File: config.mk
export PLATFORM = sky130hd
export DESIGN_NAME = twin_clk_counter
export DESIGN_NICKNAME = d
export VERILOG_FILES = /design/src/rtl/twc_pkg.sv /design/src/rtl/twc_edge_sync.sv /design/src/rtl/twc_step_decode.sv /design/src/rtl/twc_ripple_out.sv /design/src/rtl/twin_clk_counter.sv
export SDC_FILE = /design/constraint.sdc
export NUM_CORES = 1
export LEC_CHECK = 0
export ABC_CLOCK_PERIOD_IN_PS = 4400
export CAP_MARGIN = 20
export CORE_AREA = 2 2 39 41
export CTS_BUF_LIST = sky130_fd_sc_hd__clkbuf_16
export CTS_CLUSTER_DIAMETER = 50
export CTS_CLUSTER_SIZE = 25
export DETAILED_ROUTE_END_ITERATION = 6
export DIE_AREA = 0 0 41 43
export DONT_BUFFER_PORTS = 1
export SLEW_MARGIN = 10
export SYNTH_ARGS = -nofsm -noshare
export SYNTH_HDL_FRONTEND = slang
export SYNTH_SLANG_ARGS = --single-unit
File: constraint.sdc
create_clock -name clk -period 4.4 [get_ports clk]
set_clock_uncertainty 0.05 [all_clocks]
set_input_delay 1.32 -clock clk [delete_from_list [all_inputs] [get_ports clk]]
set_output_delay 1.32 -clock clk [all_outputs]
set_load 0.05 [all_outputs]
File: src/rtl/twc_pkg.sv
package twc_pkg;
  typedef enum logic [1:0] {
    STEP_HOLD = 2'd0,
    STEP_INC  = 2'd1,
    STEP_DEC  = 2'd2
  } step_e;
endpackage

File: src/rtl/twc_edge_sync.sv
// Synchronizes an asynchronous strobe to clk and flags its rising edges.
// Every flop resets to 1 (the idle level), so leaving reset cannot create an edge.
module twc_edge_sync #(
  parameter int STAGES = 2
) (
  input  logic clk,
  input  logic rst_n,
  input  logic async_i,
  output logic level_o,
  output logic rise_o
);
  logic [STAGES-1:0] sync_q, sync_d;
  logic              prev_q;

  always_comb begin
    sync_d = {sync_q[STAGES-2:0], async_i};
  end

  always_ff @(posedge clk or negedge rst_n) begin
    if (!rst_n) begin
      sync_q <= '1;
      prev_q <= 1'b1;
    end else begin
      sync_q <= sync_d;
      prev_q <= sync_q[STAGES-1];
    end
  end

  assign level_o = sync_q[STAGES-1];
  assign rise_o  = sync_q[STAGES-1] & ~prev_q;
endmodule

File: src/rtl/twc_step_decode.sv
// Chooses the count direction from the two synchronized strobes.
module twc_step_decode
  import twc_pkg::*;
(
  input  logic  up_level,
  input  logic  up_rise,
  input  logic  dn_level,
  input  logic  dn_rise,
  output step_e step_o
);
  always_comb begin
    step_o = STEP_HOLD;
    if (up_rise && dn_level && !dn_rise)
      step_o = STEP_INC;
    else if (dn_rise && up_level && !up_rise)
      step_o = STEP_DEC;
  end
endmodule

File: src/rtl/twc_ripple_out.sv
// Cascade pulses, gated by the raw count strobes.
module twc_ripple_out #(
  parameter int WIDTH = 4
) (
  input  logic [WIDTH-1:0] count_i,
  input  logic             up_raw_i,
  input  logic             dn_raw_i,
  output logic             carry_n_o,
  output logic             borrow_n_o
);
  localparam logic [WIDTH-1:0] TOP = {WIDTH{1'b1}};

  assign carry_n_o  = ~((count_i == TOP) & ~up_raw_i);
  assign borrow_n_o = ~((count_i == '0)  & ~dn_raw_i);
endmodule

File: src/rtl/twin_clk_counter.sv
module twin_clk_counter
  import twc_pkg::*;
#(
  parameter int WIDTH       = 4,
  parameter int SYNC_STAGES = 2
) (
  input  logic             clk,
  input  logic             rst_n,
  input  logic             cnt_up_i,
  input  logic             cnt_dn_i,
  input  logic             load_n_i,
  input  logic             clear_i,
  input  logic [WIDTH-1:0] data_i,
  output logic [WIDTH-1:0] count_o,
  output logic             carry_n_o,
  output logic             borrow_n_o
);
  localparam int               NUM_STROBES = 2;
  localparam int               IDX_UP      = 0;
  localparam int               IDX_DN      = 1;
  localparam logic [WIDTH-1:0] ONE         = {{(WIDTH-1){1'b0}}, 1'b1};

  logic [NUM_STROBES-1:0] raw, lvl, rise;
  step_e                  step;
  logic [WIDTH-1:0]       cnt_q, cnt_d;
  logic                   cnt_en;

  assign raw[IDX_UP] = cnt_up_i;
  assign raw[IDX_DN] = cnt_dn_i;

  for (genvar g = 0; g < NUM_STROBES; g++) begin : g_sync
    twc_edge_sync #(.STAGES(SYNC_STAGES)) u_sync (
      .clk     (clk),
      .rst_n   (rst_n),
      .async_i (raw[g]),
      .level_o (lvl[g]),
      .rise_o  (rise[g])
    );
  end

  twc_step_decode u_dec (
    .up_level (lvl[IDX_UP]),
    .up_rise  (rise[IDX_UP]),
    .dn_level (lvl[IDX_DN]),
    .dn_rise  (rise[IDX_DN]),
    .step_o   (step)
  );

  // Next state: clear, then load, then count.
  always_comb begin
    cnt_d  = cnt_q;
    cnt_en = 1'b0;
    if (clear_i) begin
      cnt_d  = '0;
      cnt_en = 1'b1;
    end else if (!load_n_i) begin
      cnt_d  = data_i;
      cnt_en = 1'b1;
    end else begin
      case (step)
        STEP_INC: begin cnt_d = cnt_q + ONE; cnt_en = 1'b1; end
        STEP_DEC: begin cnt_d = cnt_q - ONE; cnt_en = 1'b1; end
        default:  begin cnt_d = cnt_q;       cnt_en = 1'b0; end
      endcase
    end
  end

  always_ff @(posedge clk or negedge rst_n) begin
    if (!rst_n)
      cnt_q <= '0;
    else if (cnt_en)
      cnt_q <= cnt_d;
  end

  // Clear and load reach the output without waiting for a clock edge.
  always_comb begin
    if (clear_i)        count_o = '0;
    else if (!load_n_i) count_o = data_i;
    else                count_o = cnt_q;
  end

  twc_ripple_out #(.WIDTH(WIDTH)) u_ripple (
    .count_i    (count_o),
    .up_raw_i   (cnt_up_i),
    .dn_raw_i   (cnt_dn_i),
    .carry_n_o  (carry_n_o),
    .borrow_n_o (borrow_n_o)
  );
endmodule

## Word level (Yosys, flattened, before mapping)

Index checks and enable logic that the tools add are counted.
W data, S select, Z words.

- Flip-flop bits (word level): 10
- Bits in latches: 0
- Bits in writable memories: 0
- Bits in read-only memories: 0
- Bits of input ports: 10
- Output and inout port bits: 6
- Word-level logic and storage cells: 40
- Memories kept: 0

- Add/sub/neg operators: 2
- Multipliers: 0
- Divide/modulo/power cells: 0
- Order comparisons: 0
- Equal/unequal tests: 4
- Shift-type cells: 0
- Muxes and demuxes: 10
- Bitwise operators: 10
- Reductions and logical operators: 9

Operators with widths:

| cell | count |
|---|---|
| $mux W4 | 4 |
| $pmux W4 S2 | 1 |
| $not A1 Y1 | 6 |
| $add A4 B1 Y4 const B | 1 |
| $and A1 B1 Y1 | 4 |
| $eq A4 B4 Y1 const B | 1 |
| $logic_and A1 B1 Y1 | 4 |
| $logic_not A4 Y1 | 1 |
| $mux W2 | 2 |
| $ne A4 B1 Y1 const B | 1 |
| $sub A4 B1 Y4 const B | 1 |
| $mux W1 | 3 |
| $eq A2 B1 Y1 const B | 1 |
| $eq A2 B2 Y1 const B | 1 |
| $logic_not A1 Y1 | 2 |
| $reduce_and A2 Y1 | 1 |
| $reduce_or A2 Y1 | 1 |

## Depth between registers and ports, before layout

Gate-level depths: netlist of run 1.

- Depth after elaboration: 12
- Gate-level depth with buffers: 7
- Depth with buffers taken out: 7

## Hierarchy

Synthesis of run 1 repeated with hierarchy kept, for this count alone.

- Cell total of the unflattened synthesis: 61
- Area total of the unflattened synthesis: 621.8 µm²

By module, submodules not included:

| module | times used | cells each | area each (µm²) | seq. area each (µm²) |
|---|---|---|---|---|
| twin_clk_counter | 1 | 46 | 394.1 | 100.1 |
| twc_edge_sync | 2 | 4 | 92.6 | 78.8 |
| twc_ripple_out | 1 | 5 | 25.0 | 0.0 |
| twc_step_decode | 1 | 2 | 17.5 | 0.0 |

## Worst setup path after synthesis of run 1

No wires, ideal clock.

- Kind: in2out
- From: in load_n_i
- To: out carry_n_o
- Data arrival time: 3.156 ns
- Data required time: 3.030 ns
- Path slack: -0.126 ns
- Cell stages on the path: 4
- Path buffers: 1
- Path through: buf_4 -> nand2_1 -> a21oi_1 -> nand4_1

- Longest elaborated chain between the ends: 5

Ends and longest elaborated chain:

| element | RTL line | RTL |
|---|---|---|
| start: declaration | twin_clk_counter.sv:11 | `input logic load_n_i,` |
| $mux W4 | twin_clk_counter.sv:78 | `else if (!load_n_i) count_o = data_i;` |
| $mux W4 | twin_clk_counter.sv:77 | `if (clear_i) count_o = '0;` |
| net count_o[3] | twin_clk_counter.sv:14 | `output logic [WIDTH-1:0] count_o,` |
| $eq A4 B4 Y1 | twc_ripple_out.sv:13 | `assign carry_n_o = ~((count_i == TOP) & ~up_raw_i);` |
| $and A1 B1 Y1 | twc_ripple_out.sv:13 |  |
| $not A1 Y1 | twc_ripple_out.sv:13 |  |
| end: declaration | twin_clk_counter.sv:15 | `output logic carry_n_o,` |

The timed path passes the listed nets, and every way through them passes these cells.

## Worst setup path in the final report of run 1

- From: in load_n_i
- To: out borrow_n_o

- Longest elaborated chain between the ends: 5

Ends and longest elaborated chain:

| element | RTL line | RTL |
|---|---|---|
| $mux W4 | twin_clk_counter.sv:78 |  |
| $mux W4 | twin_clk_counter.sv:77 |  |
| net count_o[2] | twin_clk_counter.sv:14 |  |
| $logic_not A4 Y1 | twc_ripple_out.sv:14 | `assign borrow_n_o = ~((count_i == '0) & ~dn_raw_i);` |
| $and A1 B1 Y1 | twc_ripple_out.sv:14 |  |
| $not A1 Y1 | twc_ripple_out.sv:14 |  |
| end: declaration | twin_clk_counter.sv:16 | `output logic borrow_n_o` |

The timed path passes the listed nets, and every way through them passes these cells.

==> results.py, run 1 <==
metrics = {
    "flow_run": {
        "max_cap_violations": 0,
    },
    "drt": {
        "drtIter0Drc": 15,
        "drt-pass1-iter-count": 4,
        "via_per_inst": 5.82,
        "num_vias": 489,
        "totalWireLength_microns": 1260,
        "avgRoutedWirePerCell_microns": 15.0,
        "ant_nets": 0,
        "drc": 0,
    },
    "min_path": {
        "hold_depth": 0,
        "hold_class": "flop to flop",
        "holdPathEnd": "g_sync[1].u_sync.sync_q[1]",
        "min_from": "g_sync[1].u_sync.sync_q[0]",
    },
    "place": {
        "pre_cts_ws_ps": 483,
        "place.gp.congestion": 0.797,
        "post-dp-hpwl_microns": 941,
        "placed_area_sq_um": 671,
        "port_buffers": 0,
    },
    "power_and_ir_drop": {
        "comb_power_share_pct": 14.1,
        "power_frac_clock_pct": 51.8,
        "p_leak_nw": 0.306,
        "power_frac_seq_pct": 34.1,
        "power_density_nw_per_um2": 413,
        "swShare_pct": 23.8,
        "power.internal_mw": 0.236,
        "switching_power_mw": 0.0735,
        "worst_ir_drop_vdd_mv": 0.224,
    },
    "sta": {
        "final.setup.tns_ps": 0,
        "timing.final.crit_share_pct": 89.2,
        "fmax_mhz": 255,
        "hold_violations": 0,
        "drv_slew": 0,
        "fin_crit_ps": 3920,
        "relSlewSlack_pct": 37.6,
        "grt_setup_unrepaired": "no",
        "hold_slack_ps": 303,
        "timing.final.ws_setup_ps": 477,
        "setup_viol": 0,
        "worst_slew_pin_slew_ps": 933,
    },
    "outcome": {
        "status": "finished, final reports clean",
    },
    "clock_network": {
        "clock_tree.htree_level_count": 1,
        "post_cts.repair.setup_buffers": 0,
        "clock_sinks": 10,
        "tritoncts": "done",
        "cts-root-buf": "clkbuf_16",
        "cts_resized": 0,
        "cts.path.max_buffers": 2,
        "path_clk_slew_ps": 40,
        "clock_latency_ps": 240,
        "numCtsBuffers": 3,
        "ctsHoldBuffers": 0,
    },
    "synthesis": {
        "ys_warn_count": 0,
        "ys_seq_area_share_pct": 41.7,
        "synth_cell_types": 32,
        "ys_seq_elements": 10,
        "syn_inst": 61,
        "syn_avg_cell_area_sq_um": 10.1,
        "synth_top_area_share_pct": 25.5,
        "syn_area_sq_um": 618,
        "synth_area_leader_cell": "dfstp_2",
        "synth_area_leaders": "dfstp_2, dfrtp_1, ha_1",
        "syn_nets": 74,
    },
    "final_layout": {
        "final_cell_mix": "dfstp_2, nor2_1, buf_4",
        "nNetsFinal": 82,
        "final_common_cell": "dfstp_2",
        "nFillCells": 131,
        "sequential_cell_area_sq_um": 258,
        "multi_input_area_sq_um": 344,
        "areaGrowthSynthToFinish_pct": 21.3,
        "diodes": 0,
        "drive_gt1_share_pct": 30.9,
        "design_area_sq_um": 749,
    },
    "setup_path": {
        "critPathTopFamily": "simple AND/OR/NAND/NOR gates",
        "path_buf_inv": 1,
        "slowest_delay_ps": 720,
        "cp-end-kind": "output pin",
        "worstPathRequired_ps": 3030,
        "reg2reg_to": "cnt_q[3]",
        "crit_fanout": 12,
        "cp.depth": 5,
        "crit-reg2reg-launch": "g_sync[0].u_sync.prev_q",
        "cp_cell_sequence": "mux2i_1 > nor2_1 > nor4_1 > nand2b_1 > buf_4",
        "r2r_cells": 7,
        "crit_type": "input pin to output pin",
        "crit_slowest_cell": "nor2_1",
        "crit_arrival_ps": 2550,
        "startpoint_type": "input pin",
        "rrSetupSlack_ps": 2230,
    },
    "global_routing": {
        "grt_start_max_net_pins": 13,
        "antenna_found_initial": 0,
        "grt_use_total_pct": 19.0,
        "grt_overflow_total": 0,
        "grt_pass1_wl_microns": 2230,
        "grt_pass1_vias": 541,
    },
    "floorplanning": {
        "ios": 16,
        "coreArea_sq_um": 1380,
        "chipWidth_microns": 41,
        "fp.dieH_microns": 43,
        "rows": 14,
        "initial_core_util_pct": 44.7,
        "dieArea_sq_um": 1760,
    },
}
cells in the mapped netlist:
cell type / number
nor2_4: 1
nand2_1: 4
a22oi_1: 1
a311oi_1: 1
fa_1: 1
nand2b_1: 4
buf_2: 1
o22ai_1: 1
a21o_1: 1
buf_4: 1
nand3_1: 2
nand3b_1: 1
o21ai_0: 1
nor4_1: 1
nand4_1: 1
a31oi_1: 1
dfstp_2: 6
nor3_1: 3
a2111oi_0: 1
nor2_1: 5
dfrtp_1: 4
o22a_2: 1
a211oi_1: 2
nand4b_1: 1
xnor2_2: 1
mux2_2: 1
mux2i_1: 2
a21oi_1: 3
a211oi_2: 1
ha_1: 2
xnor2_1: 2
inv_1: 3
worst max path at each step:
stage | from | to | slack (ps)
5_1_grt | load_n_i | borrow_n_o | 400
2_1_floorplan | load_n_i | carry_n_o | 60
6_report | load_n_i | borrow_n_o | 480
4_1_cts | load_n_i | borrow_n_o | 480
3_3_place_gp | load_n_i | borrow_n_o | 500
3_5_place_dp | load_n_i | borrow_n_o | 480
worst reg2reg max path, cell delays in order (launching register included):
cell       delay, ps
dfstp_2          540
nand4b_1         230
inv_1            190
ha_1             260
a21o_1           170
a2111oi_0        440
a22oi_1          120
nand3_1          100
cell families (layout without fill, tap and decap cells):
kind of cell / Yosys count / count (layout) / share of synthesized area (%)
adders and majority gates: 3 / 3 / 7.29
DFF: 10 / 10 / 41.7
and+or+nand+nor: 23 / 23 / 20.0
buffers and inverters: 5 / 12 / 3.85
xor gates and xnor gates: 3 / 3 / 5.47
muxes: 3 / 3 / 5.06
AOI/OAI and AO/OA: 14 / 14 / 16.6
power groups by stage:
| stage | sequential (mW) | clock [mW] | combinational (mW) |
|---|---|---|---|
| 2_1_floorplan | 0.105 | 0 | 0.0384 |
| 3_3_place_gp | 0.106 | 0 | 0.0426 |
| 3_5_place_dp | 0.107 | 0 | 0.0431 |
| 4_1_cts | 0.106 | 0.162 | 0.0439 |
| 5_1_grt | 0.106 | 0.168 | 0.0476 |
| 6_report | 0.105 | 0.160 | 0.0435 |
through the flow:
step / utilization [%] / total power, mW / std cells
after floorplan: - / 0.144 / 61
after global placement: 48.5 / 0.149 / 80
after detailed placement: 48.5 / 0.150 / 80
after CTS: 54.2 / 0.312 / 84
after global routing: 54.2 / 0.322 / 84
final: 54.2 / 0.309 / 84
state kept, by name, indices dropped and copies added (netlist names):
signal and count:
g_sync.u_sync.prev_q 2, g_sync.u_sync.sync_q 4, cnt_q 4
layer usage:
metal  wire length, microns  vias to the layer above  GRT usage (%)
li1                       -                      236              -
met1                    542                      229           25.3
met2                    622                       20           28.4
met3                     80                        4           3.66
met4                     17                        0           9.33
met5                      0                        -              0
area by class of cell:
| cell class | instances | area share (%) |
|---|---|---|
| clock buffer | 3 | 10.0 |
| clock inverter | 1 | 0.501 |
| inverter | 3 | 1.50 |
| multi-input combinational | 46 | 45.9 |
| sequential | 10 | 34.4 |
| tap | 16 | 2.67 |
| timing repair buffer | 5 | 5.01 |
Power figures use the tool's default switching activity.
==> inputs of run 2 (changes only) <==
--- a/config.mk
+++ b/config.mk
@@ -14,6 +14,7 @@
 export DETAILED_ROUTE_END_ITERATION = 6
 export DIE_AREA = 0 0 41 43
 export DONT_BUFFER_PORTS = 1
+export PLACE_DENSITY_LB_ADDON = 0.25
 export SLEW_MARGIN = 10
 export SYNTH_ARGS = -nofsm -noshare
 export SYNTH_HDL_FRONTEND = slang
==> run 2 against run 1 <==
Count of clock-buffer cells in the layout stayed put; combinational power barely moved; final area is the same; core utilization is the same.
==> results.py, run 2 (synthesis results as in run 1) <==
metrics = {
    "final_layout": {
        "final_cell_mix": "dfstp_2, nor2_1, buf_4",
        "nNetsFinal": 82,
        "final_common_cell": "dfstp_2",
        "reg_top3": "cnt_q (4), g_sync.u_sync.sync_q (4), g_sync.u_sync.prev_q (2)",
        "diodes": 0,
        "drive_gt1_share_pct": 30.9,
        "nFillCells": 118,
        "areaGrowthSynthToFinish_pct": 21.3,
    },
    "floorplanning": {
        "initial_core_util_pct": 44.7,
        "rows": 14,
        "coreArea_sq_um": 1380,
        "ios": 16,
        "chipWidth_microns": 41,
        "fp.dieH_microns": 43,
        "dieArea_sq_um": 1760,
    },
    "global_routing": {
        "antenna_found_initial": 0,
        "grt_pass1_wl_microns": 1960,
        "grt_use_total_pct": 16.5,
        "grt_start_max_net_pins": 13,
        "grt_pass1_vias": 461,
        "grt_overflow_total": 0,
    },
    "power_and_ir_drop": {
        "power_density_nw_per_um2": 409,
        "p_leak_nw": 0.306,
        "worst_ir_drop_vdd_mv": 0.404,
        "p_total_mw": 0.306,
    },
    "place": {
        "place.gp.congestion": 0.736,
        "post-dp-hpwl_microns": 911,
        "port_buffers": 0,
    },
    "setup_path": {
        "cp_cell_sequence": "mux2i_1 > nor2_1 > nor4_1 > nand2b_1 > buf_4",
        "crit_arrival_ps": 2560,
        "worstPathRequired_ps": 3030,
        "critPathTopFamily": "simple AND/OR/NAND/NOR gates",
        "cp-end-kind": "output pin",
        "startpoint_type": "input pin",
        "crit_type": "input pin to output pin",
        "slowest_delay_ps": 720,
        "crit_slowest_cell": "nor2_1",
        "crit_fanout": 12,
        "path_buf_inv": 1,
    },
    "flow_run": {
        "max_cap_violations": 0,
    },
    "drt": {
        "totalWireLength_microns": 1190,
        "drtIter0Drc": 7,
        "drt-pass1-iter-count": 4,
        "via_per_inst": 5.86,
        "avgRoutedWirePerCell_microns": 14.2,
        "num_vias": 492,
        "ant_nets": 0,
        "drc": 0,
    },
    "sta": {
        "timing.final.crit_share_pct": 89.3,
        "worst_slew_pin_slew_ps": 943,
        "fin_crit_ps": 3930,
        "hold_violations": 0,
        "relSlewSlack_pct": 36.9,
        "grt_setup_unrepaired": "no",
        "fmax_mhz": 255,
        "final.setup.tns_ps": 0,
        "hold_slack_ps": 302,
        "drv_slew": 0,
        "setup_viol": 0,
    },
    "clock_network": {
        "clock_sinks": 10,
        "ctsHoldBuffers": 0,
        "numCtsBuffers": 3,
        "cts.path.max_buffers": 2,
        "cts_resized": 0,
        "cts-root-buf": "clkbuf_16",
        "tritoncts": "done",
        "post_cts.repair.setup_buffers": 0,
        "path_clk_slew_ps": 40,
        "clock_tree.htree_level_count": 1,
        "clock_latency_ps": 230,
    },
    "outcome": {
        "status": "finished, final reports clean",
    },
    "min_path": {
        "hold_class": "flop to flop",
    },
}
## run 2: cell counts in the layout (fill, tap and decap cells not counted)
Identical to the previous run, type by type.
## run 2: worst reg2reg max path: cells and delay by family (launching register included)
kind / cells / cell delay [ps]
AO/OA/AOI/OAI: 3 / 760
adder cells (fa/ha/maj): 1 / 260
buffers and inverters: 1 / 200
flip-flops: 1 / 550
AND/OR/NAND/NOR: 2 / 330
## run 2: per-stage QoR
| stage | area [sq um] | util (%) | setup WS [ps] | instances |
|---|---|---|---|---|
| 2_1_floorplan | 626 | - | 63.9 | 61 |
| 3_3_place_gp | 671 | 48.5 | 496 | 80 |
| 3_5_place_dp | 671 | 48.5 | 463 | 80 |
| 4_1_cts | 749 | 54.2 | 462 | 84 |
| 5_1_grt | 749 | 54.2 | 433 | 84 |
| 6_report | 749 | 54.2 | 473 | 84 |
## run 2: report_power, final
group	internal (mW)	switching, mW
sequential	0.100	0.00526
combinational	0.0165	0.0269
clock	0.119	0.0386
total	0.236	0.0707
## run 2: worst paths after layout
| check | startpoint | endpoint | slack (ps) | depth (start not counted) |
|---|---|---|---|---|
| min in group asynchronous | rst_n | cnt_q[0] | 730 | 0 |
| max in group asynchronous | rst_n | g_sync[1].u_sync.prev_q | 3400 | 0 |
| max reg2reg | g_sync[0].u_sync.prev_q | cnt_q[3] | 2180 | 7 |
| min | g_sync[0].u_sync.sync_q[0] | g_sync[0].u_sync.sync_q[1] | 300 | 0 |
| min reg2reg | g_sync[0].u_sync.sync_q[0] | g_sync[0].u_sync.sync_q[1] | 300 | 0 |
| max | load_n_i | borrow_n_o | 470 | 5 |
## run 2: cell type report
class	count	area [sq um]	area share, %
multi-input cells	46	344	45.9
flip-flops and latches	10	258	34.4
clock buffers	3	75.1	10.0
repair buffers	5	37.5	5.01
well taps	16	20.0	2.67
inverters	3	11.3	1.50
clock inverters	1	3.75	0.501
## run 2: per-layer routing
| metal | part of all wire, % | GRT usage [%] | vias to the layer above |
|---|---|---|---|
| met2 | 51 | 26.6 | 20 |
| met3 | 7.0 | 5.24 | 2 |
| li1 | - | - | 235 |
| met4 | 0.42 | 2.00 | 0 |
| met1 | 42 | 21.5 | 235 |
| met5 | 0 | 0 | - |
==> inputs of run 3 (changes only) <==
--- a/config.mk
+++ b/config.mk
@@ -5,6 +5,7 @@
 export SDC_FILE = /design/constraint.sdc
 export NUM_CORES = 1
 export LEC_CHECK = 0
+export ABC_AREA = 1
 export ABC_CLOCK_PERIOD_IN_PS = 4400
 export CAP_MARGIN = 20
 export CORE_AREA = 2 2 39 41
==> run 3 against run 2 <==
Wire length fell by 4.4%; worst hold slack improved by 0.85 ps; via count rose by 2.6%; largest power group unchanged; highest routed layer unchanged.
==> results.py, run 3 <==
metrics = {
    "outcome": {
        "status": "finished, final reports clean",
    },
    "floorplanning": {
        "coreArea_sq_um": 1380,
        "initial_core_util_pct": 43.7,
        "ios": 16,
        "fp.dieH_microns": 43,
        "dieArea_sq_um": 1760,
        "rows": 14,
        "chipWidth_microns": 41,
    },
    "min_path": {
        "min_from": "g_sync[0].u_sync.sync_q[0]",
        "hold_depth": 0,
        "hold_class": "flop to flop",
        "holdPathEnd": "g_sync[0].u_sync.sync_q[1]",
    },
    "place": {
        "post-dp-hpwl_microns": 928,
        "placed_area_sq_um": 682,
        "place.gp.congestion": 0.767,
        "dp.cells": 96,
        "port_buffers": 0,
    },
    "setup_path": {
        "crit_type": "input pin to output pin",
        "critPathTopFamily": "buffers and inverters",
        "rrSetupSlack_ps": 2520,
        "startpoint_type": "input pin",
        "reg2reg_to": "cnt_q[3]",
        "crit_fanout": 6,
        "path_buf_inv": 4,
        "cp-end-kind": "output pin",
        "worstPathRequired_ps": 3030,
        "crit_slowest_cell": "buf_4",
        "cp_cell_sequence": "inv_1 > nand2_1 > o21ai_0 > nand2_1 > inv_1 > buf_4 > nor2_1 > nand3_1 > buf_12",
        "crit-reg2reg-launch": "g_sync[1].u_sync.sync_q[1]",
        "crit_arrival_ps": 2260,
        "r2r_cells": 13,
        "slowest_delay_ps": 190,
    },
    "power_and_ir_drop": {
        "p_total_mw": 0.316,
        "p_leak_nw": 0.389,
        "worst_ir_drop_vdd_mv": 0.234,
        "power_density_nw_per_um2": 415,
    },
    "sta": {
        "drv_slew": 0,
        "worst_slew_pin_slew_ps": 229,
        "hold_violations": 0,
        "fin_crit_ps": 3630,
        "relSlewSlack_pct": 84.7,
        "timing.final.crit_share_pct": 82.6,
        "setup_viol": 0,
        "fmax_mhz": 275,
        "final.setup.tns_ps": 0,
        "grt_setup_unrepaired": "no",
    },
    "clock_network": {
        "path_clk_slew_ps": 40,
        "cts-root-buf": "clkbuf_16",
        "post_cts.repair.setup_buffers": 0,
        "clock_sinks": 10,
        "tritoncts": "done",
        "ctsHoldBuffers": 0,
        "clock_latency_ps": 230,
        "cts.path.max_buffers": 2,
        "numCtsBuffers": 3,
        "cts_resized": 0,
        "clock_tree.htree_level_count": 1,
    },
    "synthesis": {
        "synth_area_leader_cell": "dfstp_2",
        "syn_avg_cell_area_sq_um": 8.17,
        "ys_seq_elements": 10,
        "synth_cell_types": 19,
        "async_reset_ff_share_pct": 100,
        "ys_warn_count": 0,
        "syn_inst": 74,
        "syn_area_sq_um": 604,
        "ys_seq_area_share_pct": 42.7,
        "synth_area_leaders": "dfstp_2, dfrtp_1, inv_1",
        "syn_nets": 87,
        "synth_top_area_share_pct": 26.1,
        "synth_common_cells": "inv_1, nand2_1, nand3_1",
        "ys.flop_type": "dfstp_2",
        "synth-edff-count": 0,
    },
    "drt": {
        "ant_nets": 0,
        "num_vias": 505,
        "drc": 0,
        "drtIter0Drc": 6,
        "totalWireLength_microns": 1140,
        "via_per_inst": 5.05,
        "drt-pass1-iter-count": 4,
        "avgRoutedWirePerCell_microns": 11.4,
    },
    "global_routing": {
        "grt_use_total_pct": 17.2,
        "grt_start_max_net_pins": 11,
        "grt_pass1_wl_microns": 2010,
        "grt_overflow_total": 0,
        "antenna_found_initial": 0,
        "grt_pass1_vias": 517,
    },
    "final_layout": {
        "drive_gt1_share_pct": 23.8,
        "nNetsFinal": 98,
        "final_cells": 100,
        "design_area_sq_um": 761,
        "diodes": 0,
        "nFillCells": 119,
        "areaGrowthSynthToFinish_pct": 25.9,
        "final_cell_mix": "inv_1, nand2_1, nand3_1",
        "reg_top3": "cnt_q (4), g_sync.u_sync.sync_q (4), g_sync.u_sync.prev_q (2)",
    },
    "flow_run": {
        "max_cap_violations": 0,
    },
}
==> run 3: cell types whose count changed after synthesis, moves of 2 or more <==
cell | before | now
a211oi_1 | 2 | 0
nor3_1 | 3 | 0
inv_1 | 3 | 15
mux2i_1 | 2 | 0
xnor2_1 | 2 | 0
o21ai_0 | 1 | 5
nand3_1 | 2 | 10
a21oi_1 | 3 | 0
nand2b_1 | 4 | 0
nand2_1 | 4 | 15
==> run 3: worst max-delay path by stage <==
stage	start	endpoint	cells after the start
2_1_floorplan	clear_i	carry_n_o	4
3_3_place_gp	load_n_i	borrow_n_o	7
3_5_place_dp	load_n_i	borrow_n_o	9
4_1_cts	load_n_i	borrow_n_o	9
5_1_grt	load_n_i	borrow_n_o	9
6_report	load_n_i	borrow_n_o	9
==> run 3: area by class of cell <==
type,instances,area [sq um],area share [%]
clock buffers,3,75.1,9.87
repair buffers,6,57.6,7.57
clock inverters,1,3.75,0.493
multi-input cells,49,290,38.2
inverters,15,56.3,7.40
well taps,16,20.0,2.63
flip-flops and latches,10,258,33.9
==> run 3: where the power goes <==
| group | total [mW] | switching (mW) | internal (mW) |
|---|---|---|---|
| logic | 0.0523 | 0.0342 | 0.0182 |
| clock network | 0.158 | 0.0396 | 0.119 |
| registers | 0.105 | 0.00386 | 0.101 |
==> run 3: metal layers <==
metal,vias to the layer above,share of wire (%),global-route usage (%)
met5,-,0,0
met4,0,1.7,12.0
met3,2,6.1,0.524
met1,223,43,23.9
li1,259,-,-
met2,21,49,24.7
==> run 3: cell families (layout without fill, tap and decap cells) <==
logic type      count (synthesis)  after routing  share of synthesized area [%]
compound gates                 10             10                           11.0
xor+xnor                        1              1                           1.45
fa+ha+maj                       3              3                           7.45
buf+inv                        15             25                           9.32
flops                          10             10                           42.7
simple gates                   35             35                           28.2
==> run 3: worst reg2reg max path: cells and delay by family (launching register included) <==
kind	cells	cell delay, ps
DFF	1	530
and+or+nand+nor	9	700
adders and majority gates	1	280
buffers and inverters	3	210
==> run 3: metrics by stage <==
step / util, % / hold slack, ps / worst slack (ps)
floorplan: - / 295 / 31.0
global placement: 49.3 / 295 / 784
detailed placement: 49.3 / 297 / 793
CTS: 55.0 / 303 / 762
global route: 55.0 / 307 / 618
finish: 55.0 / 303 / 765
